===== src/rtl/fg_pkg.sv =====
package fg_pkg;

  localparam int CTRL_W = 4;

  // bit 0 program, bit 1 erase, bit 2 program-verify, bit 3 erase-verify
  typedef struct packed {
    logic everify;
    logic pverify;
    logic erase;
    logic prog;
  } ctrl_t;

  typedef enum logic [0:0] {
    PW_RUN  = 1'b0,
    PW_DOWN = 1'b1
  } pwr_t;

  typedef struct packed {
    logic rd;
    logic vf;
    logic pr;
    logic er;
  } permit_t;

  // Program wins over erase when both are requested together.
  function automatic ctrl_t f_accept(input logic [CTRL_W-1:0] w);
    ctrl_t c;
    c = ctrl_t'(w);
    if (c.prog) c.erase = 1'b0;
    return c;
  endfunction

  // Permissions from the power state, standby, error flag and mode bits.
  function automatic permit_t f_permit(input logic down, input logic stby,
                                       input logic err, input ctrl_t c);
    permit_t p;
    p = '0;
    if (!stby && !down) begin
      p.vf = 1'b1;
      if (!err) begin
        p.rd = 1'b1;
        p.pr = c.prog;
        p.er = c.erase;
      end
    end
    return p;
  endfunction

  // An operation is in progress when program or erase is permitted.
  function automatic logic f_busy(input permit_t p);
    return p.pr | p.er;
  endfunction

endpackage


===== src/rtl/fg_ctrl_regs.sv =====
module fg_ctrl_regs
  import fg_pkg::*;
#(
  parameter int BLK_W = 8
) (
  input  logic             clk,
  input  logic             rst_n,
  input  logic             hw_stby,
  input  logic             pd_req,
  input  logic             wr_en,
  input  logic             wr_sel,
  input  logic [BLK_W-1:0] wr_data,
  output ctrl_t            ctrl_q,
  output logic [BLK_W-1:0] blk_q,
  output logic             down
);

  pwr_t pw_q;
  logic pd_enter;
  logic pd_leave;
  logic wr_ctrl;
  logic wr_blk;

  assign down     = (pw_q == PW_DOWN);
  assign pd_enter = pd_req && !down;
  assign pd_leave = !pd_req && down;
  assign wr_ctrl  = wr_en && !wr_sel && !down && !pd_enter;
  assign wr_blk   = wr_en &&  wr_sel && !down && !pd_enter;

  always_ff @(posedge clk or negedge rst_n) begin
    if (!rst_n) begin
      pw_q <= PW_RUN;
    end else if (hw_stby) begin
      pw_q <= PW_RUN;
    end else if (pd_enter) begin
      pw_q <= PW_DOWN;
    end else if (pd_leave) begin
      pw_q <= PW_RUN;
    end
  end

  always_ff @(posedge clk or negedge rst_n) begin
    if (!rst_n) begin
      ctrl_q <= '0;
    end else if (hw_stby || pd_enter) begin
      ctrl_q <= '0;
    end else if (wr_ctrl) begin
      ctrl_q <= f_accept(wr_data[CTRL_W-1:0]);
    end
  end

  always_ff @(posedge clk or negedge rst_n) begin
    if (!rst_n) begin
      blk_q <= '0;
    end else if (hw_stby || pd_enter) begin
      blk_q <= '0;
    end else if (wr_blk) begin
      blk_q <= wr_data;
    end
  end

  // program and erase are never stored together
  p_pe_exclusive_r3: assert property (@(posedge clk) disable iff (!rst_n)
    !(ctrl_q.prog && ctrl_q.erase));

  // entering power-down leaves both registers cleared
  p_pd_clear_r9: assert property (@(posedge clk) disable iff (!rst_n)
    $rose(down) |-> (ctrl_q == '0) && (blk_q == '0));

  // writes are ignored while powered down
  p_pd_frozen_r9: assert property (@(posedge clk) disable iff (!rst_n)
    (down && pd_req && !hw_stby) |=> $stable(ctrl_q) && $stable(blk_q));

endmodule


===== src/rtl/fg_event_mon.sv =====
module fg_event_mon (
  input  logic ev_fetch,
  input  logic ev_exc,
  input  logic ev_sleep,
  input  logic busy,
  output logic any_ev,
  output logic viol
);

  assign any_ev = ev_fetch | ev_exc | ev_sleep;
  assign viol   = any_ev & busy;

endmodule


===== src/rtl/fg_err_latch.sv =====
module fg_err_latch (
  input  logic clk,
  input  logic rst_n,
  input  logic hw_stby,
  input  logic viol,
  output logic err_q
);

  always_ff @(posedge clk or negedge rst_n) begin
    if (!rst_n) begin
      err_q <= 1'b0;
    end else if (hw_stby) begin
      err_q <= 1'b0;
    end else if (viol) begin
      err_q <= 1'b1;
    end
  end

  // a violation sets the flag at the next edge
  p_set_r4: assert property (@(posedge clk) disable iff (!rst_n)
    (viol && !hw_stby) |=> err_q);

  // the flag holds until standby or reset
  p_sticky_r8: assert property (@(posedge clk) disable iff (!rst_n)
    (err_q && !hw_stby) |=> err_q);

  // the flag never rises without a violation
  p_quiet_r5: assert property (@(posedge clk) disable iff (!rst_n)
    (!err_q && !viol) |=> !err_q);

  // standby clears the flag
  p_stby_clear_r8: assert property (@(posedge clk) disable iff (!rst_n)
    hw_stby |=> !err_q);

endmodule


===== src/rtl/fg_permit.sv =====
module fg_permit
  import fg_pkg::*;
(
  input  logic  clk,
  input  logic  rst_n,
  input  logic  down,
  input  logic  hw_stby,
  input  logic  err,
  input  ctrl_t ctrl,
  output logic  ok_read,
  output logic  ok_verify,
  output logic  ok_prog,
  output logic  ok_erase,
  output logic  vfy_act,
  output logic  busy
);

  permit_t perm;

  assign perm      = f_permit(down, hw_stby, err, ctrl);
  assign ok_read   = perm.rd;
  assign ok_verify = perm.vf;
  assign ok_prog   = perm.pr;
  assign ok_erase  = perm.er;
  assign busy      = f_busy(perm);
  assign vfy_act   = perm.vf & (ctrl.pverify | ctrl.everify);

  // the error state locks out reads, programming and erasing
  p_err_lock_r7: assert property (@(posedge clk) disable iff (!rst_n)
    err |-> !ok_read && !ok_prog && !ok_erase);

  // verify stays available in the error state
  p_err_verify_r7: assert property (@(posedge clk) disable iff (!rst_n)
    (err && !down && !hw_stby) |-> ok_verify);

  // nothing is permitted while powered down
  p_pd_block_r9: assert property (@(posedge clk) disable iff (!rst_n)
    down |-> !(ok_read || ok_verify || ok_prog || ok_erase));

  // nothing is permitted during hardware standby
  p_stby_block_r8: assert property (@(posedge clk) disable iff (!rst_n)
    hw_stby |-> !(ok_read || ok_verify || ok_prog || ok_erase));

endmodule


===== src/rtl/flash_guard.sv =====
module flash_guard
  import fg_pkg::*;
#(
  parameter int BLK_W = 8
) (
  input  logic             clk,
  input  logic             rst_n,
  input  logic             hw_stby,
  input  logic             pd_req,
  input  logic             wr_en,
  input  logic             wr_sel,
  input  logic [BLK_W-1:0] wr_data,
  input  logic             ev_fetch,
  input  logic             ev_exc,
  input  logic             ev_sleep,
  output logic             ok_read,
  output logic             ok_verify,
  output logic             ok_prog,
  output logic             ok_erase,
  output logic             vfy_act,
  output logic             err_flag,
  output logic [3:0]       ctrl_q,
  output logic [BLK_W-1:0] blk_q
);

  ctrl_t ctrl_s;
  logic  down_s;
  logic  busy_s;
  logic  any_ev_s;
  logic  viol_s;
  logic  err_s;

  if (BLK_W < CTRL_W) begin : g_bad_width
    initial $error("BLK_W must be at least CTRL_W");
  end

  fg_ctrl_regs #(.BLK_W(BLK_W)) u_regs (
    .clk     (clk),
    .rst_n   (rst_n),
    .hw_stby (hw_stby),
    .pd_req  (pd_req),
    .wr_en   (wr_en),
    .wr_sel  (wr_sel),
    .wr_data (wr_data),
    .ctrl_q  (ctrl_s),
    .blk_q   (blk_q),
    .down    (down_s)
  );

  fg_event_mon u_evmon (
    .ev_fetch (ev_fetch),
    .ev_exc   (ev_exc),
    .ev_sleep (ev_sleep),
    .busy     (busy_s),
    .any_ev   (any_ev_s),
    .viol     (viol_s)
  );

  fg_err_latch u_err (
    .clk     (clk),
    .rst_n   (rst_n),
    .hw_stby (hw_stby),
    .viol    (viol_s),
    .err_q   (err_s)
  );

  fg_permit u_perm (
    .clk       (clk),
    .rst_n     (rst_n),
    .down      (down_s),
    .hw_stby   (hw_stby),
    .err       (err_s),
    .ctrl      (ctrl_s),
    .ok_read   (ok_read),
    .ok_verify (ok_verify),
    .ok_prog   (ok_prog),
    .ok_erase  (ok_erase),
    .vfy_act   (vfy_act),
    .busy      (busy_s)
  );

  assign err_flag = err_s;
  assign ctrl_q   = ctrl_s;

  // the abort is visible in the first cycle the flag reads 1
  p_abort_r4: assert property (@(posedge clk) disable iff (!rst_n)
    $rose(err_flag) |-> !ok_prog && !ok_erase);

  // the flag rising on its own leaves the registers as they were
  p_keep_regs_r6: assert property (@(posedge clk) disable iff (!rst_n)
    ($rose(err_flag) && !$past(wr_en) && !$past(pd_req) && !$past(hw_stby))
      |-> (ctrl_q == $past(ctrl_q)) && (blk_q == $past(blk_q)));

  // events during power-down are harmless
  p_pd_events_r11: assert property (@(posedge clk) disable iff (!rst_n)
    (down_s && any_ev_s && !err_flag) |=> !err_flag);

endmodule


===== config.mk =====
export PLATFORM = sky130hd
export DESIGN_NAME = flash_guard
export DESIGN_NICKNAME = d
export VERILOG_FILES = /design/src/rtl/fg_pkg.sv /design/src/rtl/fg_ctrl_regs.sv /design/src/rtl/fg_event_mon.sv /design/src/rtl/fg_err_latch.sv /design/src/rtl/fg_permit.sv /design/src/rtl/flash_guard.sv
export SDC_FILE = /design/constraint.sdc
export NUM_CORES = 1
export LEC_CHECK = 0
export BUFFER_PORTS_ARGS = -buffer_cell sky130_fd_sc_hd__buf_2
export CAP_MARGIN = 20
export CELL_PAD_IN_SITES_DETAIL_PLACEMENT = 2
export CELL_PAD_IN_SITES_GLOBAL_PLACEMENT = 2
export CORE_AREA = 2 2 55 57
export CTS_CLUSTER_DIAMETER = 200
export DETAILED_ROUTE_END_ITERATION = 12
export DIE_AREA = 0 0 57 59
export PLACE_DENSITY = 0.73
export SYNTH_ARGS = -nofsm -noshare
export SYNTH_HDL_FRONTEND = slang
export SYNTH_SLANG_ARGS = --single-unit

===== constraint.sdc =====
create_clock -name clk -period 1.5 [get_ports clk]
set_input_delay 0.225 -clock clk [delete_from_list [all_inputs] [get_ports clk]]
set_output_delay 0.225 -clock clk [all_outputs]
set_load 0.02 [all_outputs]

== After elaboration in Yosys (flattened, before gate mapping) ==
Index checks and enable logic that the tools add are counted.
Word-level totals
  flip-flop bits (word level): 14
  bits of input ports: 17
  output and inout bits: 18
  word-level logic and storage cells: 45
Cells by class
  mux-type cells: 13
  bitwise operators: 6
  reductions and logical operators: 19
Operator list (number)
  $mux W8: 2
  $mux W4: 3
  $logic_and A1 B1 Y1: 9
  $mux W1: 7
  $reduce_bool A2 Y1: 3
  $logic_not A1 Y1: 5
  $or A1 B1 Y1: 4
  $reduce_bool A3 Y1: 1
  $and A1 B1 Y1: 2
  $mux W2: 1
  $logic_or A1 B1 Y1: 1

== Logic depth before layout (Yosys ltp) ==
Gate-level depths: netlist (run 1).
  depth in word-level cells: 7
  mapped depth: 4
  gate-level depth less buffers: 3

== By module ==
A second synthesis (run 1) with hierarchy kept.
Second synthesis, totals
  cell total of the unflattened synthesis: 55
  area, all modules: 648.1 µm²
By module, submodules not included
  fg_ctrl_regs: times used 1, cells an instance 45, area each 555.5 µm², sequential area each 325.3 µm²
  fg_permit: times used 1, cells an instance 6, area each 41.3 µm², sequential area each 0.0 µm²
  fg_err_latch: times used 1, cells an instance 2, area each 35.0 µm², sequential area each 25.0 µm²
  fg_event_mon: times used 1, cells an instance 2, area each 16.3 µm², sequential area each 0.0 µm²

== Worst setup path after synthesis (run 1) ==
Ideal clock, no wire load.
  path kind: register to output
  start: reg u_regs.pw_q (netlist: u_regs.down)
  end: out ok_erase
  arrival: 1.334 ns
  data required time: 1.275 ns
  setup slack: -0.059 ns
  cell stages (with the launch flop): 3
  path buffers: 0
  cells stage by stage: dfrtp_1 > nor3_1 > and2_1
Between the ends
  longest elaborated chain between the ends: 3
Ends and longest elaborated chain
  from (decl): RTL line fg_ctrl_regs.sv:18  | pwr_t pw_q;
  from (signal assigned): RTL line fg_ctrl_regs.sv:32  | pw_q <= PW_RUN;
  from (signal assigned): RTL line fg_ctrl_regs.sv:34  | pw_q <= PW_RUN;
  from (signal assigned): RTL line fg_ctrl_regs.sv:36  | pw_q <= PW_DOWN;
  $logic_not A1 Y1: RTL line fg_pkg.sv:38  | if (!stby && !down) begin
  $logic_and A1 B1 Y1: RTL line fg_pkg.sv:38
  $mux W4: RTL line fg_pkg.sv:38
  to (decl): RTL line flash_guard.sv:19  | output logic ok_erase,
No other way between the ends.

== Final worst setup path (run 1) ==
  start: reg u_regs.pw_q (netlist: u_regs.down)
  end: out ok_prog
Between the ends
  longest elaborated chain between the ends: 3
Ends and longest elaborated chain
  $logic_not A1 Y1: RTL line fg_pkg.sv:38
  $logic_and A1 B1 Y1: RTL line fg_pkg.sv:38
  $mux W4: RTL line fg_pkg.sv:38
  to (decl): RTL line flash_guard.sv:18  | output logic ok_prog,
No other way between the ends.

==> results of run 1 <==
-- cell usage after synthesis (all sizes together) --
master,count
dfrtp,14
nor2,12
mux2i,11
a21oi,2
and2,2
buf,2
inv,2
nand3b,2
a21o,1
nand2b,1
nor2b,1
nor3,1
nor3b,1
o211ai,1
o21a,1
or3,1
-- kinds of logic after synthesis --
group / Yosys count / synth area share, %
AO/OA/AOI/OAI: 5 / 5.28
buffers and inverters: 4 / 4.70
flip-flops: 14 / 54.8
multiplexers: 11 / 17.2
AND/OR/NAND/NOR: 21 / 18.0
-- flip-flops by register name (all words and copies together), names as in the netlist --
| signal | flops |
|---|---|
| u_regs.blk_q | 8 |
| u_err.err_q | 1 |
| u_regs.down | 1 |
| u_regs.ctrl_q | 4 |
-- worst max-delay path, delay by kind of cell, from the launching register on --
family	cells	cell delay (ps)
and+or+nand+nor	2	340
DFF	1	440
buffers and inverters	1	130
-- what timing repair did --
| item | CTS | global route |
|---|---|---|
| endpoints found under the setup margin | 2 | 2 |
| buffers inserted | 1 | 0 |
| hold buffers | 1 | 0 |
| pin swaps | 0 | 0 |
| endpoints found under the hold margin | 14 | 0 |
| gates resized for setup | 2 | 2 |
-- routing by layer --
metal	global-route usage (%)	vias up
li1	-	262
met5	0	-
met1	13.1	273
met3	4.37	3
met4	5.98	0
met2	21.5	27
-- power by group through the flow --
| stage | clock network [mW] | registers (mW) | logic, mW |
|---|---|---|---|
| floorplan | 0 | 0.414 | 0.0559 |
| global placement | 0 | 0.403 | 0.117 |
| detailed placement | 0 | 0.404 | 0.122 |
| CTS | 0.293 | 0.396 | 0.129 |
| global route | 0.305 | 0.398 | 0.140 |
| finish | 0.277 | 0.396 | 0.125 |
-- worst max-delay path by stage --
stage / to / slack (ps) / from
5_1_grt: ok_erase / 3 / u_regs.down
4_1_cts: ok_prog / 30 / u_regs.down
6_report: ok_prog / 70 / u_regs.down
3_3_place_gp: ok_prog / 320 / u_regs.down
3_5_place_dp: ok_prog / 290 / u_regs.down
2_1_floorplan: ok_erase / 150 / u_regs.down
-- area by class of cell --
cell class,count,area (um2)
tap,31,38.8
multi-input combinational,37,270
sequential,14,352
clock buffer,4,36.3
timing repair buffer,37,200
inverter,2,7.51
fill,315,1810
-- cell usage in the layout, fill, tap and decap left out, types with 2 or more instances in the layout --
| master | instances |
|---|---|
| and2_1 | 2 |
| nor2_1 | 12 |
| a21oi_1 | 2 |
| clkbuf_4 | 3 |
| dfrtp_1 | 13 |
| buf_4 | 4 |
| mux2i_1 | 11 |
| buf_2 | 32 |
| inv_1 | 2 |
| nand3b_1 | 2 |
-- stage by stage --
step / utilization [%] / hold WS [ps]
3_5_place_dp: 30.9 / 143
4_1_cts: 33.2 / 177
6_report: 33.4 / 182
5_1_grt: 33.4 / 189
3_3_place_gp: 30.9 / 139
2_1_floorplan: - / -70.6
==> impl_metrics.json, run 1 <==
{
  "drc_errors": 0,
  "dp_hpwl_um": 1420,
  "drtIter0Drc": 3,
  "crit_path_end_kind": "output port",
  "num_vias": 565,
  "die_y_um": 59,
  "first_pass_iters": 3,
  "p_total_mw": 0.798,
  "preCtsSetupSlack_ps": 290,
  "cp.arrival_ps": 1210,
  "p_leak_nw": 0.513,
  "r2r-start": "u_regs.down",
  "placed_area_um2": 838,
  "die_w_um": 57,
  "yosys_warnings": 0,
  "fin_nets": 112,
  "grt_pass1_wl_um": 3060,
  "grt_pass1_vias": 667,
  "slew_headroom_pct": 77.1,
  "crit_type": "flip-flop to output port",
  "tightestPinTransition_ps": 343,
  "path_clk_slew_ps": 90,
  "synth.largest_area_cell": "dfrtp_1",
  "cts_root_buf": "clkbuf_4",
  "cts.sinks": 14,
  "hold_path_depth": 3,
  "post-route-min-period_ps": 1430,
  "peakVddDrop_uv": 354,
  "area_growth_pct": 41.5,
  "start_kind": "flip-flop",
  "placedCellCount": 119,
  "maxCapViolations": 0,
  "status": "completed",
  "worstHoldEndpoint": "u_regs.blk_q[4]",
  "globalplace.congestion": 0.665,
  "pwr-share-comb_pct": 15.7,
  "ys_seq_elements": 14,
  "rsz0062_at_grt": "no",
  "slew_viol_final": 0,
  "r2r-end": "u_regs.ctrl_q[0]",
  "critPathMaxStageDelay_ps": 440,
  "die_area_mm2": 0.00336,
  "post-synth-top-area-fraction_pct": 54.8,
  "seqPwrFrac_pct": 49.6,
  "required_ps": 1270,
  "hold_class": "primary input to flip-flop",
  "avgSynthCellArea_um2": 11.6,
  "yosysSeqAreaShare_pct": 54.8,
  "netlist_area_um2": 639,
  "crit_fanout": 3,
  "intPower_mw": 0.590,
  "grt-ovfl-total": 0,
  "wl_met3_um": 146,
  "finalCritPeriodShare_pct": 95.5,
  "critical-path-slowest-cell": "dfrtp_2",
  "vias_per_cell": 4.52,
  "avgRoutedWirePerCell_um": 14.1,
  "switching_power_mw": 0.208,
  "reg2regPathDepth": 4,
  "finClkSkew_ps": 3.94,
  "grt_start_max_net_pins": 15,
  "antenna_left": 0,
  "setup_viol": 0,
  "setup_tns_ps": 0,
  "hold_violations": 0,
  "syn-instance-count": 55,
  "path_cells": "nor3_4 > and2_1 > buf_4",
  "ff2ff_setup_slack_ps": 190,
  "max_freq_mhz": 698,
  "portBuffers": 34,
  "drive_gt1_share_pct": 46.8,
  "power_density_mw_per_mm2": 882,
  "antenna_found_initial": 0,
  "io_pins": 35,
  "htree_levels": 1,
  "synth.area.top_cells": "dfrtp_1, mux2i_1, nor2_1, buf_6, nor3b_4",
  "core_mm2": 0.00271,
  "timing.final.ws_setup_ps": 67.6,
  "drt-total-wl_um": 1770,
  "instances_no_fill": 125,
  "min-delay-start": "wr_data[4]",
  "wl_met2_um": 889,
  "core.rowCount": 19,
  "design_area_um2": 905,
  "cts.path.max_buffers": 2,
  "diodes": 0,
  "grt_usage_pct": 12.3,
  "routed.top_layer": "met4",
  "synth_nets": 72,
  "start_util_pct": 23.6,
  "cts_buffers": 3,
  "wl_met1_um": 692,
  "cts_tree": "done",
  "netSwitchingFraction_pct": 26.0,
  "insertion_delay_ps": 290,
  "clock_power_share_pct": 34.7,
  "ys_types": 16
}
Power figures use the tool's default switching activity.
==> run 2, diff against run 1 <==
- CTS_CLUSTER_DIAMETER: 200 -> not set
- PLACE_DENSITY: 0.73 -> 0.8
==> impl_metrics.json, run 2 (synthesis gave the netlist of run 1 again) <==
{
  "drc_errors": 0,
  "final_cell_mix": "buf_2, dfrtp_1, nor2_1",
  "avgRoutedWirePerCell_um": 14.2,
  "core_mm2": 0.00271,
  "largest_reg_flops": 8,
  "diodes": 0,
  "critPathLaunch": "u_err.err_q",
  "path_clk_slew_ps": 90,
  "largest_register": "u_regs.blk_q",
  "cp.arrival_ps": 1220,
  "crit_path_end_kind": "output port",
  "finalCritPeriodShare_pct": 96.5,
  "die_area_mm2": 0.00336,
  "globalplace.congestion": 0.683,
  "power_density_mw_per_mm2": 816,
  "rsz0062_at_grt": "yes",
  "status": "completed",
  "final_core_util_pct": 33.2,
  "finClkSkew_ps": 5.21,
  "max_freq_mhz": 691,
  "peakVddDrop_uv": 369,
  "start_kind": "flip-flop",
  "cts_tree": "done",
  "io_pins": 35,
  "htree_levels": 1,
  "insertion_delay_ps": 270,
  "antenna_left": 0,
  "grt_usage_pct": 12.2,
  "slew_headroom_pct": 78.4,
  "drive_gt1_share_pct": 47.9,
  "setup_viol": 0,
  "grt-ovfl-total": 0,
  "grt_pass1_vias": 654,
  "crit_type": "flip-flop to output port",
  "hold_violations": 0,
  "grt_pass1_wl_um": 3160,
  "min-delay-start": "hw_stby",
  "reg_top3": "u_regs.blk_q (8), u_regs.ctrl_q (4)",
  "core.rowCount": 19,
  "first_pass_iters": 2,
  "maxCapViolations": 0,
  "crit_fanout": 3,
  "antenna_found_initial": 0,
  "start_util_pct": 23.6,
  "drt-total-wl_um": 1780,
  "portBuffers": 34,
  "die_y_um": 59,
  "design_area_um2": 901,
  "post-route-min-period_ps": 1450,
  "area_growth_pct": 40.9,
  "cts.path.max_buffers": 2,
  "cts_buffers": 3,
  "drtIter0Drc": 3,
  "nFillCells": 326,
  "placed_area_um2": 838,
  "slew_viol_final": 0,
  "die_w_um": 57,
  "num_vias": 558,
  "cts.sinks": 14,
  "fin_nets": 113,
  "mostFrequentLayoutCell": "buf_2",
  "vias_per_cell": 4.46,
  "p_leak_nw": 0.511,
  "required_ps": 1270,
  "tightestPinTransition_ps": 324,
  "grt_start_max_net_pins": 15,
  "hold_class": "primary input to flip-flop",
  "cts_root_buf": "clkbuf_4",
  "dp_hpwl_um": 1430,
  "r2r-start": "u_regs.down"
}
-- run 2: area by class of cell --
cell class              count  area, um2  share of cell area [%]
repair buffers             38        208                    23.1
clock buffers               3       22.5                    2.50
multi-input cells          37        273                    30.3
well taps                  31       38.8                    4.31
inverters                   2       7.51                   0.833
flip-flops and latches     14        352                    39.0
-- run 2: worst max-delay path: stages, from the launching register on --
cell and delay, ps:
dfrtp_1 420, nor3_4 230, and2_4 160, buf_4 130
-- run 2: metrics by stage --
step / instances / hold slack, ps / TNS [ps] / setup WS [ps] / power, mW
global route: 125 / 175 / -16.2 / -13.2 / 0.787
detailed placement: 119 / 141 / 0 / 278 / 0.525
finish: 125 / 193 / 0 / 51.8 / 0.735
global placement: 119 / 136 / 0 / 304 / 0.520
CTS: 123 / 193 / 0 / 12.5 / 0.740
floorplan: 55 / -70.6 / 0 / 153 / 0.470
-- run 2: layer usage --
layer	vias up	GRT usage, %	part of all wire (%)
met5	-	0	0
met3	0	3.49	6.2
met4	0	3.99	0
li1	263	-	-
met1	272	14.1	40
met2	23	22.0	54
-- run 2: what timing repair did --
action,4_1_cts,5_1_grt
hold buffers,1,0
resized for setup,2,3
hold endpoints to repair,14,0
cloned,0,0
buffers inserted,0,2
endpoints found under the setup margin,2,2
pin swaps,0,1
-- run 2: power breakdown --
part           switching (mW)  leakage [nW]  internal [mW]  total [mW]
clock network           0.117        0.0138         0.0928       0.210
registers             0.00954         0.191          0.388       0.397
logic                  0.0713         0.306         0.0568       0.128
-- run 2: worst paths after layout --
kind                                     to  slack [ps]  depth (start not counted)
setup reg to reg            u_regs.blk_q[2]         180                          5
hold / removal                  u_regs.down         190                          2
setup / recovery                   ok_erase          50                          3
min in group asynchronous  u_regs.ctrl_q[0]         360                          2
hold reg to reg             u_regs.blk_q[5]         530                          2
max in group asynchronous       u_regs.down         880                          2
==> run 3, diff against run 2 <==
- RECOVER_POWER: not set -> 50
==> impl_metrics.json, run 3 (synthesis gave the netlist of run 1 again) <==
{
  "status": "completed",
  "power_density_mw_per_mm2": 821,
  "num_vias": 557,
  "globalplace.congestion": 0.683,
  "avgRoutedWirePerCell_um": 14.2,
  "grt-ovfl-total": 0,
  "vias_per_cell": 4.46,
  "crit_fanout": 3,
  "p_total_mw": 0.732,
  "finClkSkew_ps": 3.75,
  "die_area_mm2": 0.00336,
  "slew_headroom_pct": 49.2,
  "setup_viol": 0,
  "path_clk_slew_ps": 80,
  "maxCapViolations": 0,
  "ff2ff_setup_slack_ps": 180,
  "die_y_um": 59,
  "final_core_util_pct": 32.9,
  "antenna_found_initial": 0,
  "reg2regPathDepth": 5,
  "portBuffers": 34,
  "critPathLaunch": "u_err.err_q",
  "antenna_left": 0,
  "dp_hpwl_um": 1430,
  "core.rowCount": 19,
  "insertion_delay_ps": 270,
  "grt_start_max_net_pins": 15,
  "timing.final.ws_setup_ps": 54.0,
  "reg_top3": "u_regs.blk_q (8), u_regs.ctrl_q (4)",
  "slew_viol_final": 0,
  "r2r-start": "u_regs.down",
  "largest_register": "u_regs.blk_q",
  "post-route-min-period_ps": 1450,
  "peakVddDrop_uv": 370,
  "grt_pass1_vias": 654,
  "start_util_pct": 23.6,
  "required_ps": 1270,
  "hold_ws_ps": 195,
  "instances_no_fill": 125,
  "die_w_um": 57,
  "cts.path.max_buffers": 2,
  "diodes": 0,
  "tightestPinTransition_ps": 762,
  "drtIter0Drc": 3,
  "fin_nets": 113,
  "drive_gt1_share_pct": 40.4,
  "p_leak_nw": 0.483,
  "grt_pass1_wl_um": 3160,
  "cts.sinks": 14,
  "core_mm2": 0.00271,
  "r2r-end": "u_regs.blk_q[7]",
  "preCtsSetupSlack_ps": 278,
  "hold_violations": 0,
  "area_growth_pct": 39.5,
  "crit_path_end": "ok_erase",
  "first_pass_iters": 2,
  "finalCritPeriodShare_pct": 96.4,
  "mostFrequentLayoutCell": "buf_2",
  "cp.arrival_ps": 1220,
  "drc_errors": 0,
  "start_kind": "flip-flop",
  "final_cell_mix": "buf_2, dfrtp_1, nor2_1",
  "cts_root_buf": "clkbuf_4",
  "placedCellCount": 119,
  "crit_path_end_kind": "output port",
  "io_pins": 35,
  "cts_buffers": 3,
  "grt_usage_pct": 12.2,
  "htree_levels": 1,
  "largest_reg_flops": 8,
  "hold_class": "primary input to flip-flop",
  "crit_type": "flip-flop to output port",
  "max_freq_mhz": 692,
  "cts_tree": "done",
  "drt-total-wl_um": 1770,
  "rsz0062_at_grt": "yes"
}
-- run 3: cell count changes in the layout (fill, tap and decap cells not counted) --
cell	delta
clkbuf_1	+7
buf_2	-7
-- run 3: cell type report --
cell class / count / area, um2
fillers: 331 / 1820
flip-flops and latches: 14 / 352
multi-input cells: 37 / 273
repair buffers: 38 / 199
well taps: 31 / 38.8
clock buffers: 3 / 22.5
inverters: 2 / 7.51
-- run 3: how the worst min path moves through the flow --
stage / to / slack [ps] / start / cells past startpoint
after floorplan: u_err.err_q / -70 / rst_n / 0
after global placement: u_regs.blk_q[5] / 140 / rst_n / 1
after detailed placement: u_regs.blk_q[5] / 140 / rst_n / 1
after CTS: u_regs.down / 190 / hw_stby / 2
after global routing: u_regs.down / 170 / pd_req / 2
final: u_regs.down / 200 / hw_stby / 2
-- run 3: metrics by stage --
step           cell area, um2  setup TNS (ps)
2_1_floorplan             644               0
3_3_place_gp              838               0
3_5_place_dp              838               0
4_1_cts                   878               0
5_1_grt                   892           -16.2
6_report                  892               0
-- run 3: what timing repair did --
action / 4_1_cts / 5_1_grt
resized for setup: 2 / 3
setup buffers: 0 / 2
gates cloned: 0 / 0
setup endpoints to repair: 2 / 2
hold buffers: 1 / 0
hold endpoints to repair: 14 / 0
pin swaps: 0 / 1
-- run 3: where the power goes --
group | internal (mW) | switching [mW] | total, mW
Combinational | 0.0552 | 0.0714 | 0.127
Clock | 0.0928 | 0.116 | 0.208
Sequential | 0.388 | 0.00963 | 0.397
-- run 3: worst max-delay path: stages (launching register included) --
cell and delay [ps]:
dfrtp_1 420, nor3_4 230, and2_4 160, buf_4 130
-- run 3: layer usage --
metal,global-route usage [%],up-vias,wire length [um]
li1,-,263,-
met1,14.1,271,695
met2,22.0,23,963
met3,3.49,0,115
met4,3.99,0,0
met5,0,-,0
